[src/rtl/cfa_pkg.sv]
package cfa_pkg;
    typedef enum logic [1:0] {
        OWN_NONE = 2'b00,
        OWN_CFG  = 2'b01,
        OWN_JTAG = 2'b10,
        OWN_EXT  = 2'b11
    } owner_e;

    typedef enum logic [1:0] {
        ST_IDLE,
        ST_CFG,
        ST_JTAG,
        ST_EXT
    } arb_state_e;
endpackage

[src/rtl/cfa_sync.sv]
module cfa_sync #(
    parameter int WIDTH   = 1,
    parameter int STAGES  = 2,
    parameter logic [WIDTH-1:0] RST_VAL = '0
) (
    input  logic             clk,
    input  logic             rst_n,
    input  logic [WIDTH-1:0] d,
    output logic [WIDTH-1:0] q
);
    logic [STAGES-1:0][WIDTH-1:0] chain;

    always_ff @(posedge clk or negedge rst_n) begin
        if (!rst_n) begin
            for (int i = 0; i < STAGES; i++) chain[i] <= RST_VAL;
        end else begin
            chain[0] <= d;
            for (int i = 1; i < STAGES; i++) chain[i] <= chain[i-1];
        end
    end

    assign q = chain[STAGES-1];
endmodule

[src/rtl/cfa_hold_ctl.sv]
module cfa_hold_ctl (
    input  logic clk,
    input  logic rst_n,
    input  logic pend_s,
    input  logic init_s,
    output logic hold
);
    logic pend_d, init_d;
    logic pend_rise, init_rise;

    assign pend_rise = pend_s & ~pend_d;
    assign init_rise = init_s & ~init_d;

    always_ff @(posedge clk or negedge rst_n) begin
        if (!rst_n) begin
            pend_d <= 1'b0;
            init_d <= 1'b0;
            hold   <= 1'b0;
        end else begin
            pend_d <= pend_s;
            init_d <= init_s;
            if (pend_rise)      hold <= 1'b1;
            else if (init_rise) hold <= 1'b0;
        end
    end
endmodule

[src/rtl/cfa_fsm.sv]
module cfa_fsm
    import cfa_pkg::*;
(
    input  logic       clk,
    input  logic       rst_n,
    input  logic       isp,
    input  logic       ext_req,
    input  logic       ctrl_rst,
    input  logic       cfg_active,
    output logic [1:0] owner,
    output logic       int_drv_en,
    output logic       ext_grant
);
    arb_state_e state, nxt;

    always_comb begin
        nxt = state;
        unique case (state)
            ST_IDLE: begin
                if (isp)                         nxt = ST_JTAG;
                else if (ext_req && ctrl_rst)    nxt = ST_EXT;
                else if (cfg_active && !ctrl_rst) nxt = ST_CFG;
            end
            ST_CFG:  if (isp || ctrl_rst || !cfg_active) nxt = ST_IDLE;
            ST_JTAG: if (!isp)                            nxt = ST_IDLE;
            ST_EXT:  if (isp || !ext_req || !ctrl_rst)    nxt = ST_IDLE;
            default: nxt = ST_IDLE;
        endcase
    end

    always_ff @(posedge clk or negedge rst_n) begin
        if (!rst_n) state <= ST_IDLE;
        else        state <= nxt;
    end

    always_comb begin
        owner      = OWN_NONE;
        int_drv_en = 1'b0;
        ext_grant  = 1'b0;
        unique case (state)
            ST_IDLE: ;
            ST_CFG:  begin owner = OWN_CFG;  int_drv_en = 1'b1; end
            ST_JTAG: begin owner = OWN_JTAG; int_drv_en = 1'b1; end
            ST_EXT:  begin owner = OWN_EXT;  ext_grant = ctrl_rst; end
            default: ;
        endcase
    end
endmodule

[src/rtl/cfg_flash_arbiter.sv]
module cfg_flash_arbiter #(
    parameter int SYNC_STAGES = 2
) (
    input  logic       clk,
    input  logic       rst_n,
    input  logic       jtag_pend_upd,
    input  logic       jtag_init_upd,
    input  logic       jtag_isp_active,
    input  logic       fpga_ncfg_in,
    input  logic       cfg_active,
    input  logic       ext_req,
    output logic [1:0] owner,
    output logic       int_drv_en,
    output logic       ext_grant,
    output logic       hold_fpga_n,
    output logic       ctrl_status_n
);
    localparam int ASYNC_W = 4;
    localparam logic [ASYNC_W-1:0] ASYNC_RST = 4'b0001;

    logic [ASYNC_W-1:0] async_s;
    logic pend_s, init_s, isp_s, ncfg_s;
    logic hold, ctrl_rst;

    cfa_sync #(.WIDTH(ASYNC_W), .STAGES(SYNC_STAGES), .RST_VAL(ASYNC_RST)) u_sync (
        .clk   (clk),
        .rst_n (rst_n),
        .d     ({jtag_pend_upd, jtag_init_upd, jtag_isp_active, fpga_ncfg_in}),
        .q     (async_s)
    );

    assign {pend_s, init_s, isp_s, ncfg_s} = async_s;

    cfa_hold_ctl u_hold (
        .clk    (clk),
        .rst_n  (rst_n),
        .pend_s (pend_s),
        .init_s (init_s),
        .hold   (hold)
    );

    assign ctrl_rst      = hold | ~ncfg_s;
    assign hold_fpga_n   = ~hold;
    assign ctrl_status_n = ~ctrl_rst;

    cfa_fsm u_fsm (
        .clk        (clk),
        .rst_n      (rst_n),
        .isp        (isp_s),
        .ext_req    (ext_req),
        .ctrl_rst   (ctrl_rst),
        .cfg_active (cfg_active),
        .owner      (owner),
        .int_drv_en (int_drv_en),
        .ext_grant  (ext_grant)
    );
endmodule

[config.mk]
export PLATFORM = sky130hd
export DESIGN_NAME = cfg_flash_arbiter
export DESIGN_NICKNAME = d
export VERILOG_FILES = /design/src/rtl/cfa_pkg.sv /design/src/rtl/cfa_sync.sv /design/src/rtl/cfa_hold_ctl.sv /design/src/rtl/cfa_fsm.sv /design/src/rtl/cfg_flash_arbiter.sv
export SDC_FILE = /design/constraint.sdc
export NUM_CORES = 1
export LEC_CHECK = 0
export BUFFER_PORTS_ARGS = -buffer_cell sky130_fd_sc_hd__clkbuf_2
export CORE_AREA = 3 3 40 42
export CTS_CLUSTER_DIAMETER = 60
export DETAILED_ROUTE_END_ITERATION = 7
export DIE_AREA = 0 0 43 45
export GPL_TIMING_DRIVEN = 0
export PLACE_DENSITY = 0.71
export SLEW_MARGIN = 20
export SYNTH_ARGS = -nofsm -noshare
export SYNTH_HDL_FRONTEND = slang
export SYNTH_SLANG_ARGS = --single-unit
[constraint.sdc]
create_clock -name clk -period 1.85 [get_ports clk]
set_input_delay 0 -clock clk [delete_from_list [all_inputs] [get_ports clk]]
set_output_delay 0 -clock clk [all_outputs]
set_load 0.02 [all_outputs]
==> impl_metrics.json <==
{
  "run_status": "completed",
  "drive_above_1_share_pct": 30.4,
  "cp_slowest_cell": "dfrtp_1",
  "total_power_mw": 0.903,
  "nFillCells": 103,
  "most-common-layout-cells": "clkbuf_2 (13), dfrtp_1 (11), inv_1 (7)",
  "portBuffers": 13,
  "core.rowCount": 13,
  "place_ws_ns": 0.204,
  "critPathBufInv": 2,
  "htreeDepth": 1,
  "num_vias": 397,
  "synth-adder-area-share_pct": 10.7,
  "arrival_ns": 1.81,
  "cts_max_path_buffers": 2,
  "seqCellArea_um2": 328,
  "cp-start-kind": "flop",
  "synth_top_cell_by_area": "dfrtp_1",
  "drt-total-wl_um": 866,
  "grt_use_total_pct": 11.9,
  "synth_ff_type": "dfrtp_1",
  "final_util_pct": 57.8,
  "vdd_ir_drop_max_mv": 0.624,
  "synth_compound_area_share_pct": 13.7,
  "tns_ns": 0,
  "grt_pass1_wl_um": 1570,
  "synthCells": 47,
  "grt_pass1_vias": 381,
  "routedWlPerCell_um": 10.3,
  "mappedNetlistArea_um2": 583,
  "core_um2": 1280,
  "die_width_um": 43,
  "dp_hpwl_um": 662,
  "antenna_found_initial": 0,
  "crit_chain": "inv_1, ha_1, inv_1, a2111oi_4, nor4_1, a221o_1",
  "period_minus_slack_ns": 1.65,
  "worstMarginPinSlew_ns": 0.337,
  "rsz0062_at_grt": "no",
  "synthXorXnorAreaFrac_pct": 0,
  "seq_area_frac_synth_pct": 56.2,
  "dieHeight_um": 45,
  "initial_core_util_pct": 45.4,
  "clock_sinks": 13,
  "drc": 0,
  "setup_violations": 0,
  "drtPass1Iterations": 4,
  "dp.cells": 75,
  "synth_area_leaders": "dfrtp_1 (47%), ha_1 (11%), dfstp_2 (9.0%)",
  "synth_seq_cells": 13,
  "die-area_um2": 1940,
  "clock-root-buffer": "clkbuf_4",
  "fmax_mhz": 605,
  "viasPerCell": 4.73,
  "ys_warn_count": 0,
  "hold_class": "input pin to flop",
  "avgSynthCellArea_um2": 12.4,
  "async_flop_share_pct": 100,
  "antenna_cells": 0,
  "hold_viol": 0,
  "ys_types": 22,
  "drv_cap": 0,
  "path_delay_family": "compound AO/OA/AOI/OAI gates",
  "required_ns": 2.01,
  "drt_iter0_drc": 2,
  "powerDensity_nw_per_um2": 1220,
  "drv_slew": 0,
  "critPathKind": "flop to flop",
  "slew_headroom_pct": 76.9,
  "slowest_delay_ns": 0.42,
  "grt_max_degree": 14,
  "cp_max_fo": 4,
  "finalCritPeriodShare_pct": 89.4,
  "clkTransAtPathRegs_ns": 0.07,
  "p_leak_nw": 0.385,
  "detail-route-antenna-nets": 0,
  "yosysTopAreaCellShare_pct": 47.2,
  "multi_input_area_um2": 229,
  "gp_congestion": 0.662,
  "finalNetCount": 83,
  "clk_latency_ns": 0.27,
  "layoutNonFillerInstCount": 84,
  "end_kind": "flop",
  "crit_top_cell": "inv_1",
  "synth_top_family_by_area": "compound AO/OA/AOI/OAI gates",
  "muxShareOfSynthArea_pct": 1.72,
  "synth-edff-count": 0,
  "layout_commonest_cell": "clkbuf_2",
  "cts_buffers": 3,
  "cts_tree": "done",
  "yosys.area_share.simple_pct": 13.1,
  "synth_fp_nets": 60,
  "fin_ws_ns": 0.196,
  "grt_overflow_total": 0,
  "area_growth_pct": 27.5,
  "io_pins": 14,
  "clock_skew_ns": 0.00123
}
synthesized netlist by cell type, drive strengths merged (2+ instances only):
| cell type | instances |
|---|---|
| inv | 7 |
| dfrtp | 11 |
| nand2b | 2 |
| nor2 | 3 |
| dfstp | 2 |
| nand2 | 3 |
| ha | 5 |
power breakdown:
group,total [mW],switching (mW),leakage (nW),internal (mW)
registers,0.357,0.0361,0.151,0.321
logic,0.381,0.224,0.219,0.157
clock network,0.165,0.0810,0.0150,0.0837
per-stage QoR:
step,hold slack [ns],instance area (um^2)
floorplan,-0.296,583
global placement,-0.104,667
CTS,0.135,743
global route,0.137,743
finish,0.134,743
detailed placement,-0.105,667
flip-flops by register name (all words and copies together) (netlist names):
name	flops
u_sync.chain	4
u_hold.hold	1
u_sync.q	4
u_fsm.state	2
u_hold.pend_d	1
u_hold.init_d	1
layout make-up:
| class | instances | share of cell area [%] |
|---|---|---|
| Tap cell | 15 | 2.53 |
| Timing Repair Buffer | 18 | 15.5 |
| Sequential cell | 13 | 44.1 |
| Clock buffer | 4 | 3.54 |
| Multi-Input combinational cell | 27 | 30.8 |
| Inverter | 7 | 3.54 |
cells by family after synthesis:
| family | Yosys count |
|---|---|
| muxes | 1 |
| buffers and inverters | 7 |
| adders and majority gates | 5 |
| AOI/OAI and AO/OA | 8 |
| DFF | 13 |
| and+or+nand+nor | 13 |
final timing paths:
kind                                                  from                          to  slack [ns]  cells past startpoint
worst max-delay path            u_fsm.state[0]$_DFFE_PN0P_  u_fsm.state[0]$_DFFE_PN0P_        0.20                      6
worst min-delay path                               ext_req  u_fsm.state[1]$_DFFE_PN0P_        0.13                      4
worst max register to register  u_fsm.state[0]$_DFFE_PN0P_  u_fsm.state[0]$_DFFE_PN0P_        0.20                      6
worst min register to register   u_sync.chain[2]$_DFF_PN0_       u_sync.q[2]$_DFF_PN0_        0.35                      0
max in group asynchronous                            rst_n       u_sync.q[0]$_DFF_PN1_        1.43                      2
min in group asynchronous                            rst_n   u_sync.chain[2]$_DFF_PN0_        0.14                      2
metal layers:
layer  part of all wire, %  global-route usage, %  up-vias
met1                    42                   12.5      181
met3                   8.7                   7.17        3
li1                      -                      -      199
met4                   2.8                   7.23        0
met2                    47                   18.3       14
met5                     0                      0        -
worst register-to-register path, delay by kind of cell (launching register included):
| family | cells | cell delay, ns |
|---|---|---|
| simple gates | 1 | 0.10 |
| flops | 1 | 0.42 |
| compound gates | 2 | 0.62 |
| buf+inv | 2 | 0.22 |
| fa+ha+maj | 1 | 0.19 |
repair_timing:
item,CTS,global route
hold buffers,5,0
endpoints found under the hold margin,17,0
gates resized for setup,0,0
buffers inserted,0,0
(Power assumes the default switching activity.)
